## src/rtl/busrate_pkg.sv

```systemverilog
package busrate_pkg;

  localparam int CFG_W     = 32;
  localparam int HS_LSB    = 4;
  localparam int HS_W      = 4;
  localparam int PA_LSB    = 10;
  localparam int PB_LSB    = 13;
  localparam int PER_W     = 3;
  localparam int HS_MAXSH  = 9;   // log2 of largest fast-bus ratio
  localparam int PER_MAXSH = 4;   // log2 of largest peripheral ratio
  localparam int HS_SH_W   = $clog2(HS_MAXSH + 1);
  localparam int PER_SH_W  = $clog2(PER_MAXSH + 1);

  localparam logic [CFG_W-1:0] CFG_MASK =
      (CFG_W'((1 << HS_W) - 1) << HS_LSB) |
      (CFG_W'((1 << PER_W) - 1) << PA_LSB) |
      (CFG_W'((1 << PER_W) - 1) << PB_LSB);

  // Fast-bus code -> log2(ratio); the 32 step is skipped in the upper half.
  function automatic logic [HS_SH_W-1:0] hs_shift(input logic [HS_W-1:0] code);
    logic [HS_SH_W-1:0] low;
    low = HS_SH_W'(code[1:0]);
    if (!code[3])     return '0;
    else if (!code[2]) return low + HS_SH_W'(1);
    else               return low + HS_SH_W'(6);
  endfunction

  // Peripheral code -> log2(ratio).
  function automatic logic [PER_SH_W-1:0] per_shift(input logic [PER_W-1:0] code);
    if (!code[2]) return '0;
    else          return PER_SH_W'(code[1:0]) + PER_SH_W'(1);
  endfunction

endpackage

```

## src/rtl/busrate_cfgreg.sv

```systemverilog
module busrate_cfgreg
  import busrate_pkg::*;
(
  input  logic                clk,
  input  logic                rst_n,
  input  logic                we,
  input  logic [CFG_W-1:0]    wdata,
  output logic [CFG_W-1:0]    rdata,
  output logic [HS_SH_W-1:0]  hs_sh,
  output logic [PER_SH_W-1:0] pa_sh,
  output logic [PER_SH_W-1:0] pb_sh
);

  logic [CFG_W-1:0] word_q;

  always_ff @(posedge clk or negedge rst_n) begin
    if (!rst_n)  word_q <= '0;
    else if (we) word_q <= wdata & CFG_MASK;
  end

  assign rdata = word_q;
  assign hs_sh = hs_shift(word_q[HS_LSB +: HS_W]);
  assign pa_sh = per_shift(word_q[PA_LSB +: PER_W]);
  assign pb_sh = per_shift(word_q[PB_LSB +: PER_W]);

  // a write appears on the read port one cycle later
  a_r8_write_lands: assert property (@(posedge clk) disable iff (!rst_n)
    we |=> (rdata == ($past(wdata) & CFG_MASK)));

  // without a write the stored word does not move
  a_r7_hold_without_write: assert property (@(posedge clk) disable iff (!rst_n)
    !we |=> $stable(rdata));

endmodule

```

## src/rtl/busrate_stage.sv

```systemverilog
module busrate_stage #(
  parameter int MAX_SHIFT = 9,
  parameter int SH_W      = $clog2(MAX_SHIFT + 1)
) (
  input  logic            clk,
  input  logic            rst_n,
  input  logic            in_tick,
  input  logic [SH_W-1:0] req_shift,
  output logic            out_tick
);

  localparam int CNT_W = (MAX_SHIFT < 1) ? 1 : MAX_SHIFT;

  logic [SH_W-1:0]  active_sh;
  logic [CNT_W-1:0] cnt;
  logic [CNT_W-1:0] lim;
  logic [CNT_W:0]   pow;
  logic             at_end;

  assign pow      = (CNT_W+1)'(1) << active_sh;
  assign lim      = CNT_W'(pow - (CNT_W+1)'(1));
  assign at_end   = (cnt == lim);
  assign out_tick = in_tick & at_end;

  // The requested ratio is taken only when a period closes.
  always_ff @(posedge clk or negedge rst_n) begin
    if (!rst_n) begin
      cnt       <= '0;
      active_sh <= '0;
    end else if (in_tick) begin
      if (at_end) begin
        cnt       <= '0;
        active_sh <= req_shift;
      end else begin
        cnt <= cnt + CNT_W'(1);
      end
    end
  end

  // a strobe can only come from an input tick
  a_r4_strobe_needs_input: assert property (@(posedge clk) disable iff (!rst_n)
    out_tick |-> in_tick);

  // the count never runs past the current ratio
  a_r4_count_bounded: assert property (@(posedge clk) disable iff (!rst_n)
    cnt <= lim);

  // the active ratio changes only right after a strobe
  a_r6_switch_on_boundary: assert property (@(posedge clk) disable iff (!rst_n)
    !$stable(active_sh) |-> $past(out_tick));

  // the applied shift never exceeds the largest legal ratio
  a_r2_shift_legal: assert property (@(posedge clk) disable iff (!rst_n)
    active_sh <= SH_W'(MAX_SHIFT));

endmodule

```

## src/rtl/busrate_divtree.sv

```systemverilog
module busrate_divtree
  import busrate_pkg::*;
(
  input  logic             clk,
  input  logic             rst_n,
  input  logic             cfg_we,
  input  logic [CFG_W-1:0] cfg_wdata,
  output logic [CFG_W-1:0] cfg_rdata,
  output logic             hs_tick,
  output logic             pa_tick,
  output logic             pb_tick
);

  localparam int N_PER = 2;

  logic [HS_SH_W-1:0]  hs_sh;
  logic [PER_SH_W-1:0] per_sh [N_PER];
  logic [N_PER-1:0]    per_tick;

  busrate_cfgreg u_cfg (
    .clk   (clk),
    .rst_n (rst_n),
    .we    (cfg_we),
    .wdata (cfg_wdata),
    .rdata (cfg_rdata),
    .hs_sh (hs_sh),
    .pa_sh (per_sh[0]),
    .pb_sh (per_sh[1])
  );

  busrate_stage #(.MAX_SHIFT(HS_MAXSH), .SH_W(HS_SH_W)) u_hs (
    .clk       (clk),
    .rst_n     (rst_n),
    .in_tick   (1'b1),
    .req_shift (hs_sh),
    .out_tick  (hs_tick)
  );

  // Peripheral stages are fed by the fast-bus strobe.
  for (genvar g = 0; g < N_PER; g++) begin : g_per
    busrate_stage #(.MAX_SHIFT(PER_MAXSH), .SH_W(PER_SH_W)) u_per (
      .clk       (clk),
      .rst_n     (rst_n),
      .in_tick   (hs_tick),
      .req_shift (per_sh[g]),
      .out_tick  (per_tick[g])
    );
  end

  assign pa_tick = per_tick[0];
  assign pb_tick = per_tick[1];

  // peripheral strobes sit inside fast-bus strobes
  a_r5_pa_inside_hs: assert property (@(posedge clk) disable iff (!rst_n)
    pa_tick |-> hs_tick);
  a_r5_pb_inside_hs: assert property (@(posedge clk) disable iff (!rst_n)
    pb_tick |-> hs_tick);

endmodule

```

## config.mk

```make
export PLATFORM = sky130hd
export DESIGN_NAME = busrate_divtree
export DESIGN_NICKNAME = d
export VERILOG_FILES = /design/src/rtl/busrate_pkg.sv /design/src/rtl/busrate_cfgreg.sv /design/src/rtl/busrate_stage.sv /design/src/rtl/busrate_divtree.sv
export SDC_FILE = /design/constraint.sdc
export NUM_CORES = 1
export LEC_CHECK = 0
export ABC_CLOCK_PERIOD_IN_PS = 9400
export BUFFER_PORTS_ARGS = -buffer_cell sky130_fd_sc_hd__buf_2
export CAP_MARGIN = 40
export CORE_ASPECT_RATIO = 1.2
export CORE_MARGIN = 4
export CORE_UTILIZATION = 35
export DETAILED_ROUTE_END_ITERATION = 12
export HOLD_SLACK_MARGIN = 0.08
export PLACE_DENSITY_LB_ADDON = 0.05
export SETUP_SLACK_MARGIN = 0.4
export SYNTH_ARGS = -nofsm -noshare
export SYNTH_HDL_FRONTEND = slang
export SYNTH_HIERARCHICAL = 1
export SYNTH_SLANG_ARGS = --single-unit
```

## constraint.sdc

```tcl
create_clock -name clk -period 9.4 [get_ports clk]
set_input_delay 1.41 -clock clk [delete_from_list [all_inputs] [get_ports clk]]
set_output_delay 1.41 -clock clk [all_outputs]
set_load 0.01 [all_outputs]
```

==> key figures, run 1 <==
Routing
  – DRT Pass-1 Iters: 4
  – Via count: 1,623
  – DRC: 0
  – Initial drt markers: 25
  – WL final: 4.389 mm
  – Vias/cell: 4.664
  – Routed WL per cell: 12.61 um
  – Final ANT Viol Nets: 0

Setup path
  – CP Launch Type: flop
  – CP delay by family, top: simple AND/OR/NAND/NOR gates
  – CP arrival: 3810 ps
  – Crit-path cells: or4_4, ha_1, nor3b_1, o21ai_0, a21boi_0, o211ai_2, nor4_4, buf_4, nand3_1, a211oi_4, buf_2
  – Max FO, Critical Path: 28
  – Worst Path Buf+Inv: 2
  – Crit end category: output port
  – CP max stage cell: or4_4
  – Worst Path Required: 7990 ps
  – Largest stage delay, worst path: 590 ps
  – Crit Path Class: reg2out

Synth
  – #FFs+latches synth: 37
  – Distinct cells, synth: 48
  – EDFF count, synth: 0
  – Sequential element share of the synthesized area: approximately two fifths
  – Synth warn: 6
  – Async S/R FF share, synth: 100.0%
  – Cells after synthesis: 235
  – Most used DFF post-synth: dfrtp_1
  – Cell Area, Synth: 0.002406 sq mm
  – Average size of a mapped cell: 10.24 sq um

Global routing
  – Initial antenna violation count: 0
  – Grt ovf: 0
  – Global Route Usage Sum: between 10% and 20%
  – Vias in the first global route: about 1,600
  – First-pass GRT wire length: 7.686 mm
  – Largest net degree at the start of global routing: 31

Place
  – GPL Wtd Cong: between 0.7 and 0.8
  – PortBufs: 25
  – Post-DP HPWL: 3.258 mm

Worst hold path
  – Min-delay worst type: reg2reg

CTS
  – Setup Fix Bufs, Post-CTS: 0
  – Hold_buf cts: 0
  – Clock latency on the worst-skew pair: about 300 ps
  – H-tree Lvls: 2
  – Clk root buf: clkbuf_8
  – CTS tree: built
  – Cts repair resizes: 0
  – Clock transition at the registers of the reported paths: 80 ps
  – Clk buf depth: 2
  – CTS Buf Count: 5
  – Clock tree sinks: 37

Floorplanning
  – Starting Density: a little over a third
  – FP Rows: 32
  – Die height: 98.83 um
  – Die W: 83.69 um
  – Die ar.: 0.008271 sq mm
  – IO Pins: 70
  – Floorplan core area: ~0.0066 sq mm

Final layout
  – Fill cells: 678
  – Post-layout util: 40.47%
  – Number of diodes: 0
  – Share of cells above drive strength 1: 24.33%
  – Nets: slightly above 300
  – Most frequent cells in the layout: dfrtp_1, conb_1, buf_2, nor2_1, mux2_2
  – Area growth from synthesis to layout: 10.45%
  – Commonest non-fill, non-tap cell in the layout: dfrtp_1

Timing
  – Setup_tns: 0 ps
  – Hold Vio Cnt, Final: 0
  – Setup violations, final: 0
  – RSZ-0062 raised after global routing: no
  – Worst Skew: ~13 ps
  – Fmax: 191.7 MHz
  – Final worst path period share: 55.49%
  – Final worst path period need: 5216 ps
  – Final Max Slew Viols: 0

Pwr
  – Worst IR Drop VDD: between 0.0001 and 0.00015 V
  – Power, Total: about 730 uW
  – PD cells: 275.9 mW/mm^2
  – Lkg Pwr: around 1.2 nW

Run status
  – Status: completed

Job
  – Max-Cap Viols: 0
-- state kept, by name, indices dropped and copies added (netlist names) --
| name | flops |
|---|---|
| u_hs/active_sh | 4 |
| g_per.u_per/cnt | 8 |
| u_hs/cnt | 9 |
| g_per.u_per/active_sh | 6 |
| u_cfg/rdata | 10 |
-- synthesized netlist by cell type (2+ instances only) --
master	instances	share of area [%]
clkbuf_1	6	0.94
nor2b_1	4	1.0
and3_1	2	0.52
nand2b_1	2	0.52
nand4b_1	2	0.73
a21oi_1	7	1.5
nand2_1	15	2.3
ha_1	9	4.7
mux2_2	16	7.5
buf_4	22	6.9
xnor2_1	11	4.0
o21ai_0	4	0.83
conb_1	2	0.31
mux2i_1	6	2.5
and2_1	7	1.8
buf_2	3	0.62
or3_1	4	1.0
o21ai_1	2	0.42
inv_1	2	0.31
a211oi_4	2	1.7
mux2_1	4	1.9
nor2_1	20	3.1
nand4_1	4	1.0
buf_6	2	0.94
nor3_1	7	1.5
dfrtp_1	37	38
and3_2	4	1.2
nand3_1	4	0.83
xnor2_2	2	1.4
xor2_1	5	1.8
-- routing by layer --
| metal | vias to the layer above | global-route usage (%) | part of all wire, % |
|---|---|---|---|
| met1 | 762 | 14.40 | 45 |
| met4 | 0 | 5.569 | 1.8 |
| li1 | 818 | - | - |
| met3 | 6 | 1.756 | 4.8 |
| met2 | 37 | 18.98 | 48 |
| met5 | - | 0 | 0 |
-- area by class of cell --
type	count	area, sq um	share of cell area, %
sequential	37	925.9	34.84
clock inverter	2	37.54	1.412
inverter	2	7.507	0.2825
clock buffer	6	82.58	3.107
multi-input combinational	189	1345	50.61
timing repair buffer	27	152.6	5.744
tap	85	106.4	4.002
-- cell families after synthesis --
logic type | synth area share (%)
compound gates | 8.165
xor+xnor | 7.176
fa+ha+maj | 4.680
buf+inv | 9.672
flops | 38.48
mux | 11.86
other cells | 0.3121
simple gates | 19.66
-- path summary, 6_finish.rpt --
| check | from | end | slack, ps | cells after the start |
|---|---|---|---|---|
| worst max-delay path | u_hs/active_sh[3]$_DFFE_PN0P_ | pb_tick | 4180 | 11 |
| min in group asynchronous | rst_n | u_cfg/rdata[15]$_DFFE_PN0P_ | 960 | 1 |
| worst min-delay path | u_cfg/rdata[14]$_DFFE_PN0P_ | u_cfg/rdata[14]$_DFFE_PN0P_ | 540 | 1 |
| worst max register to register | u_hs/active_sh[3]$_DFFE_PN0P_ | g_per[1].u_per/active_sh[2]$_DFFE_PN0P_ | 5600 | 11 |
| worst min register to register | u_cfg/rdata[14]$_DFFE_PN0P_ | u_cfg/rdata[14]$_DFFE_PN0P_ | 540 | 1 |
| max in group asynchronous | rst_n | g_per[0].u_per/cnt[0]$_DFFE_PN0P_ | 7990 | 2 |
-- power breakdown --
| part | switching (mW) | internal [mW] |
|---|---|---|
| clock network | 0.0609 | 0.0864 |
| logic | 0.168 | 0.161 |
| registers | 0.0603 | 0.196 |
| total | 0.289 | 0.444 |
-- stage by stage --
stage | area, sq um | worst slack (ps) | hold slack (ps) | instances
2_1_floorplan | 2504 | 4692 | 520.3 | 261
3_3_place_gp | 2517 | 4460 | 523.4 | 339
3_5_place_dp | 2537 | 4433 | 526.6 | 340
4_1_cts | 2658 | 4104 | 543.6 | 348
5_1_grt | 2658 | 3871 | 575.5 | 348
6_report | 2658 | 4184 | 541.4 | 348
(Power assumes the default switching activity.)
==> run 2, diff against run 1 <==
--- a/config.mk
+++ b/config.mk
@@ -5,7 +5,7 @@
 export SDC_FILE = /design/constraint.sdc
 export NUM_CORES = 1
 export LEC_CHECK = 0
-export ABC_CLOCK_PERIOD_IN_PS = 9400
+export ABC_CLOCK_PERIOD_IN_PS = 4300
 export BUFFER_PORTS_ARGS = -buffer_cell sky130_fd_sc_hd__buf_2
 export CAP_MARGIN = 40
 export CORE_ASPECT_RATIO = 1.2
==> constraint.sdc (replaced) <==
create_clock -name clk -period 4.3 [get_ports clk]
set_input_delay 0.645 -clock clk [delete_from_list [all_inputs] [get_ports clk]]
set_output_delay 0.645 -clock clk [all_outputs]
set_load 0.01 [all_outputs]
==> key figures, run 2 (synthesis gave the netlist of run 1 again) <==
CTS
  – CTS tree: built
  – Hold_buf cts: 0
  – Clk root buf: clkbuf_8
  – Clk buf depth: 2
  – Clock latency on the worst-skew pair: 290 ps
  – CTS Buf Count: 5
  – H-tree Lvls: 2
  – Clock transition at the registers of the reported paths: 80 ps
  – Clock tree sinks: 37

Final layout
  – Most frequent cells in the layout: dfrtp_1, conb_1, buf_2, nor2_1, mux2_2
  – Post-layout util: 41.88%
  – Nets: 315
  – Number of diodes: 0
  – Max reg flops: 10
  – Area growth from synthesis to layout: 14.30%
  – Commonest non-fill, non-tap cell in the layout: dfrtp_1
  – Share of cells above drive strength 1: 28.31%

Timing
  – Final worst path period need: 3699 ps
  – Setup violations, final: 0
  – Setup_tns: 0 ps
  – RSZ-0062 raised after global routing: no
  – Fmax: around 270 MHz
  – Hold Vio Cnt, Final: 0
  – Worst Skew: ~13 ps
  – Final worst path period share: 86.03%
  – Final Max Slew Viols: 0

Setup path
  – Worst Path Required: between 3000 and 4000 ps
  – Crit-path cells: or4_4, ha_4, xnor2_2, xnor2_1, nor4b_4, o211ai_2, nor4_4, buf_4, nand3_1, a211oi_4, buf_2
  – Max FO, Critical Path: 6
  – CP Launch Type: flop
  – CP delay by family, top: simple AND/OR/NAND/NOR gates
  – CP arrival: 3050 ps
  – R2r setup slk: 1070 ps
  – CP max stage cell: or4_4
  – Crit Path Class: reg2out
  – Crit end category: output port
  – Largest stage delay, worst path: 580 ps
  – Worst Path Buf+Inv: 2

Pwr
  – Power, Total: 1.682 mW
  – Worst IR Drop VDD: 0.0002593 V
  – Lkg Pwr: around 1.3 nW
  – PD cells: 611.6 mW/mm^2

Routing
  – Routed WL per cell: 12.52 um
  – Final ANT Viol Nets: 0
  – Vias/cell: roughly 4.6
  – DRT Pass-1 Iters: 3
  – WL final: 4.469 mm
  – DRC: 0
  – Via count: roughly 1,600
  – Initial drt markers: 52

Floorplanning
  – Starting Density: 36.64%
  – Die ar.: 0.008271 sq mm
  – FP Rows: 32
  – Die height: 98.83 um
  – Die W: between 80 and 90 um
  – IO Pins: 70
  – Floorplan core area: 0.006566 sq mm

Place
  – PortBufs: 25
  – GPL Wtd Cong: 0.7148
  – Post-DP HPWL: 3.359 mm

Job
  – Max-Cap Viols: 0

Global routing
  – First-pass GRT wire length: roughly 7.9 mm
  – Global Route Usage Sum: 11.57%
  – Vias in the first global route: 1,676
  – Initial antenna violation count: 0
  – Grt ovf: 0
  – Largest net degree at the start of global routing: 34

Worst hold path
  – Min-delay worst type: in2async

Run status
  – Status: completed
==> run 2: changes by cell type in the layout (fill, tap and decap cells not counted), sizes merged <==
cell,before,now
buf,27,35
clkbuf,6,7
==> run 2: metal layers <==
metal | global-route usage [%] | routed length, um
met2 | 19.47 | 2110
met5 | 0 | 0
met1 | 14.75 | 2111
met4 | 4.084 | 46
met3 | 2.341 | 201
==> run 2: path summary, 6_finish.rpt <==
kind,from,end,cells past startpoint
setup / recovery,u_hs/active_sh[3]$_DFFE_PN0P_,pb_tick,11
setup reg to reg,u_hs/active_sh[3]$_DFFE_PN0P_,g_per[0].u_per/active_sh[2]$_DFFE_PN0P_,12
max in group asynchronous,rst_n,u_hs/active_sh[1]$_DFFE_PN0P_,2
hold / removal,rst_n,u_cfg/rdata[7]$_DFFE_PN0P_,1
hold reg to reg,u_cfg/rdata[11]$_DFFE_PN0P_,u_cfg/rdata[11]$_DFFE_PN0P_,1
min in group clk,u_cfg/rdata[11]$_DFFE_PN0P_,u_cfg/rdata[11]$_DFFE_PN0P_,1
==> run 2: area by class of cell <==
cell class,count,area (sq um)
fill,667,3816
multi-input combinational,189,1373
sequential,37,925.9
timing repair buffer,36,217.7
tap,85,106.4
clock buffer,6,82.58
clock inverter,2,37.54
inverter,2,7.507
==> run 2: timing repair <==
action,CTS,global route
buffers inserted,1,1
pin swaps,1,2
setup endpoints to repair,2,3
gates cloned,0,0
endpoints found under the hold margin,0,0
resized for setup,1,6
==> run 2: per-stage QoR <==
step / hold WS (ps) / cells / cell area [sq um] / setup slack [ps]
final: 168.4 / 357 / 2750 / 600.8
after floorplan: 349.4 / 261 / 2504 / 357.0
after CTS: 156.2 / 356 / 2720 / 472.6
after global placement: 527.4 / 346 / 2570 / 604.4
after global routing: 162.5 / 357 / 2750 / 415.2
after detailed placement: 477.8 / 347 / 2590 / 610.2
==> run 2: report_power, final <==
part | leakage (nW) | internal [mW] | switching (mW)
combinational | 0.741 | 0.409 | 0.424
sequential | 0.476 | 0.430 | 0.103
clock | 0.0574 | 0.189 | 0.127
total | 1.27 | 1.03 | 0.654
==> run 3, diff against run 2 <==
--- a/config.mk
+++ b/config.mk
@@ -5,7 +5,7 @@
 export SDC_FILE = /design/constraint.sdc
 export NUM_CORES = 1
 export LEC_CHECK = 0
-export ABC_CLOCK_PERIOD_IN_PS = 4300
+export ABC_CLOCK_PERIOD_IN_PS = 3000
 export BUFFER_PORTS_ARGS = -buffer_cell sky130_fd_sc_hd__buf_2
 export CAP_MARGIN = 40
 export CORE_ASPECT_RATIO = 1.2
==> constraint.sdc (replaced) <==
create_clock -name clk -period 3 [get_ports clk]
set_input_delay 0.45 -clock clk [delete_from_list [all_inputs] [get_ports clk]]
set_output_delay 0.45 -clock clk [all_outputs]
set_load 0.01 [all_outputs]
==> key figures, run 3 (synthesis gave the netlist of run 1 again) <==
Routing
  – Routed WL per cell: 12.47 um
  – WL final: 4.664 mm
  – DRT Pass-1 Iters: 4
  – Initial drt markers: 32
  – Vias/cell: 4.642
  – DRC: 0
  – Final ANT Viol Nets: 0
  – Via count: about 1,700

Global routing
  – Global Route Usage Sum: between 10% and 20%
  – Grt ovf: 0
  – Vias in the first global route: 1,617
  – Initial antenna violation count: 0
  – Largest net degree at the start of global routing: 26
  – First-pass GRT wire length: 7.534 mm

Final layout
  – Number of diodes: 0
  – Post-layout util: 45.96%
  – Fill cells: 646
  – Max reg flops: 10
  – Area growth from synthesis to layout: 25.43%
  – Nets: 332
  – Final cell count without fillers: 374
  – Share of cells above drive strength 1: 37.37%
  – Most frequent cells in the layout: dfrtp_1, conb_1, buf_2, nor2_1, buf_4
  – Commonest non-fill, non-tap cell in the layout: dfrtp_1

Timing
  – RSZ-0062 raised after global routing: yes
  – Final worst path period share: 117.8%
  – Fmax: 282.8 MHz
  – Final worst slack: -535.5 ps
  – Worst Skew: 8.874 ps
  – Final Max Slew Viols: 0
  – Final worst path period need: around 3500 ps
  – Setup violations, final: 18
  – Hold Vio Cnt, Final: 0

Setup path
  – Crit path launch: u_hs/active_sh[2]$_DFFE_PN0P_
  – Largest stage delay, worst path: 560 ps
  – Worst Path Buf+Inv: 2
  – Register-to-Register Path Depth: 14
  – CP delay by family, top: simple AND/OR/NAND/NOR gates
  – CP arrival: 3090 ps
  – R2r startpoint: u_hs/active_sh[2]$_DFFE_PN0P_
  – Max FO, Critical Path: 6
  – Crit end category: output port
  – Worst path depth: 11
  – R2r setup slk: -380 ps
  – Crit Path Class: reg2out
  – Worst Path Required: 2550 ps
  – R2r endpoint: g_per[0].u_per/active_sh[2]$_DFFE_PN0P_
  – CP Launch Type: flop
  – CP max stage cell: or4_4
  – Crit-path cells: or4_4, ha_4, xnor2_4, xnor2_2, nor4b_4, o211ai_2, nor4_4, buf_6, nand3_4, a211oi_4, buf_2
  – Critical path endpoint: pa_tick

CTS
  – Clk root buf: clkbuf_8
  – Clock tree sinks: 37
  – Clk buf depth: 2
  – CTS tree: built
  – CTS Buf Count: 5
  – Clock latency on the worst-skew pair: 280 ps
  – H-tree Lvls: 2
  – Clock transition at the registers of the reported paths: 70 ps

Floorplanning
  – IO Pins: 70
  – Starting Density: 36.64%
  – Floorplan core area: 0.006566 sq mm
  – FP Rows: 32
  – Die ar.: 0.008271 sq mm
  – Die W: 83.69 um
  – Die height: 98.83 um

Run status
  – Status: complete, but fails checks
  – Failing checks: negative setup slack

Pwr
  – Power, Total: 2.538 mW
  – PD cells: 841.0 mW/mm^2
  – Worst IR Drop VDD: about 0.00052 V
  – Lkg Pwr: 1.396 nW

Job
  – Max-Cap Viols: 0

Place
  – GPL Wtd Cong: just over 0.7
  – Post-DP HPWL: 3.488 mm
  – Placed cells: 355
  – PortBufs: 25

Worst hold path
  – Min-delay worst type: in2reg
run 3: area by class of cell:
cell class | instances | area (sq um) | area share (%)
multi-input cells | 189 | 1498 | 49.63
repair buffers | 53 | 397.9 | 13.18
clock buffers | 6 | 72.57 | 2.405
inverters | 2 | 7.507 | 0.2488
clock inverters | 2 | 10.01 | 0.3317
flip-flops and latches | 37 | 925.9 | 30.68
well taps | 85 | 106.4 | 3.524
run 3: what timing repair did:
item                       in CTS  in global routing
hold endpoints to repair       12                  0
buffers inserted                2                  8
setup endpoints to repair      25                 30
hold buffers                    1                  0
pin swaps                       7                  4
gates resized for setup         3                 29
run 3: worst min-delay path by stage:
stage	startpoint	endpoint	slack, ps	cells after the start
finish	cfg_wdata[4]	u_cfg/rdata[4]$_DFFE_PN0P_	400	2
global route	cfg_wdata[4]	u_cfg/rdata[4]$_DFFE_PN0P_	380	2
CTS	cfg_wdata[14]	u_cfg/rdata[14]$_DFFE_PN0P_	390	2
detailed placement	rst_n	g_per[1].u_per/active_sh[1]$_DFFE_PN0P_	380	1
global placement	u_cfg/rdata[11]$_DFFE_PN0P_	u_cfg/rdata[11]$_DFFE_PN0P_	530	1
floorplan	rst_n	g_per[0].u_per/active_sh[0]$_DFFE_PN0P_	150	0
run 3: routing by layer:
metal	share of wire [%]	vias up	GRT usage, %	wire length [um]
li1	-	862	-	-
met1	45	832	14.34	2103
met2	50	40	18.74	2335
met3	4.2	2	2.258	195
met4	0.64	0	3.342	30
met5	0	-	0	0
run 3: where the power goes:
part           internal, mW  switching (mW)  total [mW]
logic                 0.757           0.678        1.43
registers             0.616           0.154       0.771
clock network         0.161           0.172       0.333
run 3: stage by stage:
step | instance area, sq um | TNS [ps] | setup WS [ps] | hold slack (ps)
final | 3018 | -4296 | -535.5 | 397.8
after global routing | 3018 | -7989 | -736.4 | 382.7
after CTS | 2829 | -4446 | -619.2 | 386.5
after detailed placement | 2710 | -3922 | -361.5 | 377.8
after global placement | 2690 | -3587 | -350.9 | 534.1
after floorplan | 2600 | -7131 | -610.9 | 154.4
